**config.mk**
```make
export PLATFORM = sky130hd
export DESIGN_NAME = vga_pixdbl_scan
export DESIGN_NICKNAME = d
export VERILOG_FILES = /design/src/rtl/vga_scan_pkg.sv /design/src/rtl/vga_timing_ctr.sv /design/src/rtl/vga_addr_gen.sv /design/src/rtl/vga_color_stage.sv /design/src/rtl/vga_pixdbl_scan.sv
export SDC_FILE = /design/constraint.sdc
export NUM_CORES = 1
export LEC_CHECK = 0
export CAP_MARGIN = 10
export CORE_UTILIZATION = 41
export DETAILED_ROUTE_END_ITERATION = 6
export PLACE_DENSITY = 0.76
export SYNTH_ARGS = -nofsm -noshare
export SYNTH_HDL_FRONTEND = slang
export SYNTH_HIERARCHICAL = 1
export SYNTH_SLANG_ARGS = --single-unit
```
**constraint.sdc**
```tcl
create_clock -name clk -period 1.7 [get_ports clk]
set_input_delay 0.17 -clock clk [delete_from_list [all_inputs] [get_ports clk]]
set_output_delay 0.17 -clock clk [all_outputs]
set_load 0.02 [all_outputs]
```
**src/rtl/vga_scan_pkg.sv**
```systemverilog
package vga_scan_pkg;

  localparam int X_LSB = 1;
  localparam int X_W   = 9;
  localparam int Y_W   = 8;

  typedef struct packed {
    logic [4:0] r;
    logic [5:0] g;
    logic [4:0] b;
  } rgb565_t;

  typedef struct packed {
    logic [7:0] r;
    logic [7:0] g;
    logic [7:0] b;
  } rgb888_t;

  function automatic rgb888_t widen565(rgb565_t p);
    rgb888_t o;
    o.r = {p.r, p.r[4:2]};
    o.g = {p.g, p.g[5:4]};
    o.b = {p.b, p.b[4:2]};
    return o;
  endfunction

endpackage

```
**src/rtl/vga_timing_ctr.sv**
```systemverilog
module vga_timing_ctr #(
  parameter int H_VIS  = 640,
  parameter int H_FP   = 16,
  parameter int H_SYNC = 96,
  parameter int H_BP   = 48,
  parameter int V_VIS  = 480,
  parameter int V_FP   = 10,
  parameter int V_SYNC = 2,
  parameter int V_BP   = 33,
  parameter int HW     = 10,
  parameter int VW     = 10
) (
  input  logic          clk,
  input  logic          run_n,
  input  logic          adv,
  output logic [HW-1:0] h_cnt,
  output logic [VW-1:0] v_cnt,
  output logic          vis,
  output logic          hs_n,
  output logic          vs_n
);

  localparam int H_TOTAL = H_VIS + H_FP + H_SYNC + H_BP;
  localparam int V_TOTAL = V_VIS + V_FP + V_SYNC + V_BP;
  localparam int HS_BEG  = H_VIS + H_FP;
  localparam int HS_END  = HS_BEG + H_SYNC;
  localparam int VS_BEG  = V_VIS + V_FP;
  localparam int VS_END  = VS_BEG + V_SYNC;

  logic [HW-1:0] h_q, h_d;
  logic [VW-1:0] v_q, v_d;
  logic          h_last, v_last;

  assign h_last = (h_q == HW'(H_TOTAL - 1));
  assign v_last = (v_q == VW'(V_TOTAL - 1));

  always_comb begin
    h_d = h_q;
    v_d = v_q;
    if (adv) begin
      if (h_last) begin
        h_d = '0;
        v_d = v_last ? '0 : v_q + VW'(1);
      end else begin
        h_d = h_q + HW'(1);
      end
    end
  end

  always_ff @(posedge clk or negedge run_n) begin
    if (!run_n) begin
      h_q <= '0;
      v_q <= '0;
    end else begin
      h_q <= h_d;
      v_q <= v_d;
    end
  end

  assign h_cnt = h_q;
  assign v_cnt = v_q;
  assign vis   = (h_q < HW'(H_VIS)) && (v_q < VW'(V_VIS));
  assign hs_n  = !((h_q >= HW'(HS_BEG)) && (h_q < HW'(HS_END)));
  assign vs_n  = !((v_q >= VW'(VS_BEG)) && (v_q < VW'(VS_END)));

endmodule

```
**src/rtl/vga_addr_gen.sv**
```systemverilog
module vga_addr_gen
  import vga_scan_pkg::*;
#(
  parameter int          AW   = 32,
  parameter logic [31:0] BASE = 32'h0800_0000,
  parameter int          HW   = 10,
  parameter int          VW   = 10
) (
  input  logic [HW-1:0] h_cnt,
  input  logic [VW-1:0] v_cnt,
  output logic [AW-1:0] addr
);

  localparam int OFS_W = Y_W + X_W + X_LSB;

  logic [X_W-1:0]   buf_x;
  logic [Y_W-1:0]   buf_y;
  logic [OFS_W-1:0] ofs;

  always_comb begin
    buf_x = X_W'(h_cnt >> 1);
    buf_y = Y_W'(v_cnt >> 1);
    ofs   = {buf_y, buf_x, {X_LSB{1'b0}}};
    addr  = AW'(BASE) + AW'(ofs);
  end

endmodule

```
**src/rtl/vga_color_stage.sv**
```systemverilog
module vga_color_stage
  import vga_scan_pkg::*;
(
  input  logic        clk,
  input  logic        run_n,
  input  logic        adv,
  input  logic        vis_in,
  input  logic        hs_in,
  input  logic        vs_in,
  input  logic [15:0] rdata,
  output logic        out_vis,
  output logic        hs_out,
  output logic        vs_out,
  output rgb888_t     rgb_out
);

  logic    vis1_q, hs1_q, vs1_q;
  logic    vis1_d, hs1_d, vs1_d;
  logic    vis2_q, hs2_q, vs2_q;
  logic    vis2_d, hs2_d, vs2_d;
  rgb888_t rgb_q, rgb_d;

  always_comb begin
    vis1_d = vis1_q;
    hs1_d  = hs1_q;
    vs1_d  = vs1_q;
    vis2_d = vis2_q;
    hs2_d  = hs2_q;
    vs2_d  = vs2_q;
    rgb_d  = rgb_q;
    if (adv) begin
      vis1_d = vis_in;
      hs1_d  = hs_in;
      vs1_d  = vs_in;
      vis2_d = vis1_q;
      hs2_d  = hs1_q;
      vs2_d  = vs1_q;
      rgb_d  = vis1_q ? widen565(rgb565_t'(rdata)) : '0;
    end
  end

  always_ff @(posedge clk or negedge run_n) begin
    if (!run_n) begin
      vis1_q <= 1'b0;
      hs1_q  <= 1'b1;
      vs1_q  <= 1'b1;
      vis2_q <= 1'b0;
      hs2_q  <= 1'b1;
      vs2_q  <= 1'b1;
      rgb_q  <= '0;
    end else begin
      vis1_q <= vis1_d;
      hs1_q  <= hs1_d;
      vs1_q  <= vs1_d;
      vis2_q <= vis2_d;
      hs2_q  <= hs2_d;
      vs2_q  <= vs2_d;
      rgb_q  <= rgb_d;
    end
  end

  assign out_vis = vis2_q;
  assign hs_out  = hs2_q;
  assign vs_out  = vs2_q;
  assign rgb_out = rgb_q;

endmodule

```
**src/rtl/vga_pixdbl_scan.sv**
```systemverilog
module vga_pixdbl_scan
  import vga_scan_pkg::*;
#(
  parameter int          H_VIS  = 640,
  parameter int          H_FP   = 16,
  parameter int          H_SYNC = 96,
  parameter int          H_BP   = 48,
  parameter int          V_VIS  = 480,
  parameter int          V_FP   = 10,
  parameter int          V_SYNC = 2,
  parameter int          V_BP   = 33,
  parameter int          AW     = 32,
  parameter logic [31:0] BASE   = 32'h0800_0000
) (
  input  logic          clk,
  input  logic          rst_n,
  input  logic          pix_ce,
  output logic [AW-1:0] mem_addr,
  output logic          mem_rd,
  input  logic [15:0]   mem_rdata,
  output logic          vga_hs,
  output logic          vga_vs,
  output logic [7:0]    vga_r,
  output logic [7:0]    vga_g,
  output logic [7:0]    vga_b
);

  localparam int H_TOTAL = H_VIS + H_FP + H_SYNC + H_BP;
  localparam int V_TOTAL = V_VIS + V_FP + V_SYNC + V_BP;
  localparam int HW      = $clog2(H_TOTAL);
  localparam int VW      = $clog2(V_TOTAL);

  logic [1:0]    rs_q, rs_d;
  logic          run;
  logic          adv;
  logic [HW-1:0] scan_h;
  logic [VW-1:0] scan_v;
  logic          scan_vis, scan_hs, scan_vs;
  logic          out_vis;
  rgb888_t       rgb;

  // reset release synchroniser
  always_comb rs_d = {rs_q[0], 1'b1};

  always_ff @(posedge clk or negedge rst_n) begin
    if (!rst_n) rs_q <= 2'b00;
    else        rs_q <= rs_d;
  end

  assign run = rs_q[1];
  assign adv = run & pix_ce;

  vga_timing_ctr #(
    .H_VIS(H_VIS), .H_FP(H_FP), .H_SYNC(H_SYNC), .H_BP(H_BP),
    .V_VIS(V_VIS), .V_FP(V_FP), .V_SYNC(V_SYNC), .V_BP(V_BP),
    .HW(HW), .VW(VW)
  ) u_tmg (
    .clk   (clk),
    .run_n (run),
    .adv   (adv),
    .h_cnt (scan_h),
    .v_cnt (scan_v),
    .vis   (scan_vis),
    .hs_n  (scan_hs),
    .vs_n  (scan_vs)
  );

  vga_addr_gen #(
    .AW(AW), .BASE(BASE), .HW(HW), .VW(VW)
  ) u_adr (
    .h_cnt (scan_h),
    .v_cnt (scan_v),
    .addr  (mem_addr)
  );

  assign mem_rd = adv & scan_vis;

  vga_color_stage u_col (
    .clk     (clk),
    .run_n   (run),
    .adv     (adv),
    .vis_in  (scan_vis),
    .hs_in   (scan_hs),
    .vs_in   (scan_vs),
    .rdata   (mem_rdata),
    .out_vis (out_vis),
    .hs_out  (vga_hs),
    .vs_out  (vga_vs),
    .rgb_out (rgb)
  );

  assign vga_r = rgb.r;
  assign vga_g = rgb.g;
  assign vga_b = rgb.b;

endmodule

```
==> results by group <==
Run status
  – Status: finished, violations left
  – Failing checks: negative setup slack

Timing
  – Minimum clock period: 1.736 ns
  – Clock Skew: 0.007360 ns
  – Max-slew violations: 0
  – WHS: ~0.04 ns
  – RSZ-0062 raised after global routing: yes
  – Period utilization: 102.1%
  – Final worst slack: -0.03564 ns
  – Worst-margin pin slew: 0.5567 ns
  – # setup viols final: 1
  – Final Hold Fails: 0
  – Slew HR: 62.89%
  – Max Clk Rate: 576.2 MHz

Global route
  – Vias in the first global route: 1,799
  – GRT Util Overall: 17.48%
  – First-pass GRT wire length: 8231 um
  – Largest net degree at the start of global routing: 38
  – Gr ovfl total: 0
  – Initial antenna violation count: 0

Routing
  – Via count: 1,845
  – DR vias/cell: roughly 5
  – Detail Route Antenna Nets: 0
  – Total wire length: 4929 um
  – DRC violations left: 0
  – Drt pass-1 iters: 4
  – Wire length per cell: 12.97 um
  – DRT iter0 DRCs: 111

Floorplanning
  – Ports: 78
  – Core Region: 5238 um2
  – Std-Cell Rows: 26
  – DIE HEIGHT: 76.88 um
  – Die Width: 76.88 um
  – Effective utilization at floorplan: a little over two fifths
  – Die area: 5910 um2

Synth
  – Post-Syn Area: between 2000 and 2500 um2
  – Synth Instances: about 240
  – Syn. warnings: 6
  – Avg Inst Size Synth: between 9 and 10 um2

Finish
  – Synth-to-Final Area Change: 40.61%
  – Antenna cells: 0
  – FILL cells: 433
  – Final Util: 61.71%
  – Fraction of layout cells with a size suffix above 1: 23.87%
  – Layout Nets: 332

Worst setup path
  – CP Class: flop to flop
  – Worst r2r src: u_tmg/h_cnt[5]$_DFFE_PN0P_
  – R2R cell count: 4
  – R2R setup slack: -0.04 ns
  – Worst r2r dst: u_tmg/h_cnt[1]$_DFFE_PN0P_
  – Worst Path Arrival: ~1.9 ns
  – WP data required: around 1.9 ns
  – CP Launch Type: flop
  – CP Max Fanout: 6
  – Crit. End Element: flop
  – CP startpoint: u_tmg/h_cnt[5]$_DFFE_PN0P_

Place
  – Number of port buffers: between 60 and 70
  – Dpl hpwl: ~3600 um
  – Pre-CTS setup slack: -0.1873 ns
  – Gpl congestion: 0.7929

CTS
  – # clock sinks: 43
  – Worst-Skew Late Latency: 0.29 ns
  – Clock Path Buffers: 2
  – CTS tree: done
  – Clk slew on worst S/H paths: 0.08 ns
  – H-tree levels: 2
  – CTS buffer count: 5
  – CTS root buffer: clkbuf_8

Flow run
  – MaxCap Viol Count: 0

Min path
  – Hold WC Path Type: input port to async pin

Power
  – VDD IR max: 0.4355 mV
  – Pwr per Cell Area: between 800 and 900 nW/um2
  – Pleak: 1.470 nW
-- power breakdown --
group	internal [W]	switching [W]	leakage (nW)
logic	0.000409	0.000422	0.884
registers	0.00113	0.0000794	0.534
clock network	0.000440	0.000330	0.0524
total	0.00198	0.000832	1.47
-- worst max-delay path by stage --
stage,endpoint,slack (ns),cells after the start
final,u_tmg/h_cnt[1]$_DFFE_PN0P_,-0.04,4
after global routing,u_tmg/h_cnt[1]$_DFFE_PN0P_,-0.05,4
after CTS,u_tmg/v_cnt[3]$_DFFE_PN0P_,-0.03,5
after detailed placement,u_tmg/v_cnt[9]$_DFFE_PN0P_,-0.19,6
after global placement,mem_rd,-0.14,5
after floorplan,u_tmg/v_cnt[9]$_DFFE_PN0P_,-0.29,5
-- layer usage --
layer  GRT usage [%]  share of wire, %  vias up
met4           4.808              0.91        0
met3           4.881               6.0        6
met2           30.89                50       67
met5               0                 0        -
li1                -                 -      881
met1           20.60                43      891
-- layout make-up --
| cell class | count | area, um2 | area share (%) |
|---|---|---|---|
| flip-flops and latches | 43 | 1085 | 33.57 |
| multi-input cells | 138 | 952.2 | 29.46 |
| repair buffers | 101 | 925.9 | 28.65 |
| well taps | 70 | 87.58 | 2.710 |
| clock buffers | 7 | 76.32 | 2.362 |
| inverters | 20 | 75.07 | 2.323 |
| clock inverters | 1 | 30.03 | 0.9292 |
-- through the flow --
stage / TNS (ns) / power [W] / instances / instance area [um2]
2_1_floorplan: -0.6070 / 0.001728 / 248 / 2386
3_5_place_dp: -0.9973 / 0.002029 / 364 / 2972
3_3_place_gp: -0.5328 / 0.002014 / 364 / 2972
6_report: -0.03564 / 0.002809 / 380 / 3232
5_1_grt: -0.2045 / 0.002938 / 380 / 3232
4_1_cts: -0.07115 / 0.002832 / 375 / 3138
-- placed cells by master, fill, tap and decap left out, types with 2 or more instances in the layout --
master / n
nand4_1: 3
mux2_2: 5
buf_6: 4
o31ai_1: 2
nand2_1: 8
clkdlybuf4s50_1: 61
nand3_2: 2
nor3_1: 3
and3_1: 4
and4_1: 2
and2_4: 2
nor4_4: 2
mux2i_1: 2
dfstp_2: 4
conb_1: 16
nor2_1: 6
ha_1: 4
inv_1: 20
dfrtp_1: 38
xor2_1: 3
xnor2_1: 10
buf_4: 36
o21ai_1: 4
nand3_1: 25
o21ai_0: 15
clkbuf_1: 2
clkbuf_8: 5
-- registers in the layout, indices dropped and copies added (netlist names) --
name,cells
u_col/vs1_q,1
rs_q,2
u_col/rgb_out,16
u_col/hs_out,1
u_col/hs1_q,1
u_col/vis1_q,1
u_tmg/v_cnt,10
u_col/vs_out,1
u_tmg/h_cnt,10
-- worst max-delay path, cell delays in order (launching register included) --
cell and delay [ns]:
dfrtp_1 0.41, buf_4 0.14, or4b_4 0.60, o311ai_1 0.32, o21ai_0 0.14
-- what timing repair did --
| item | CTS | global route |
|---|---|---|
| hold endpoints to repair | 0 | 0 |
| endpoints found under the setup margin | 11 | 9 |
| setup buffers | 3 | 5 |
| hold buffers | 0 | 0 |
| pin swaps | 3 | 11 |
| resized for setup | 13 | 15 |
Power figures use the tool's default switching activity.
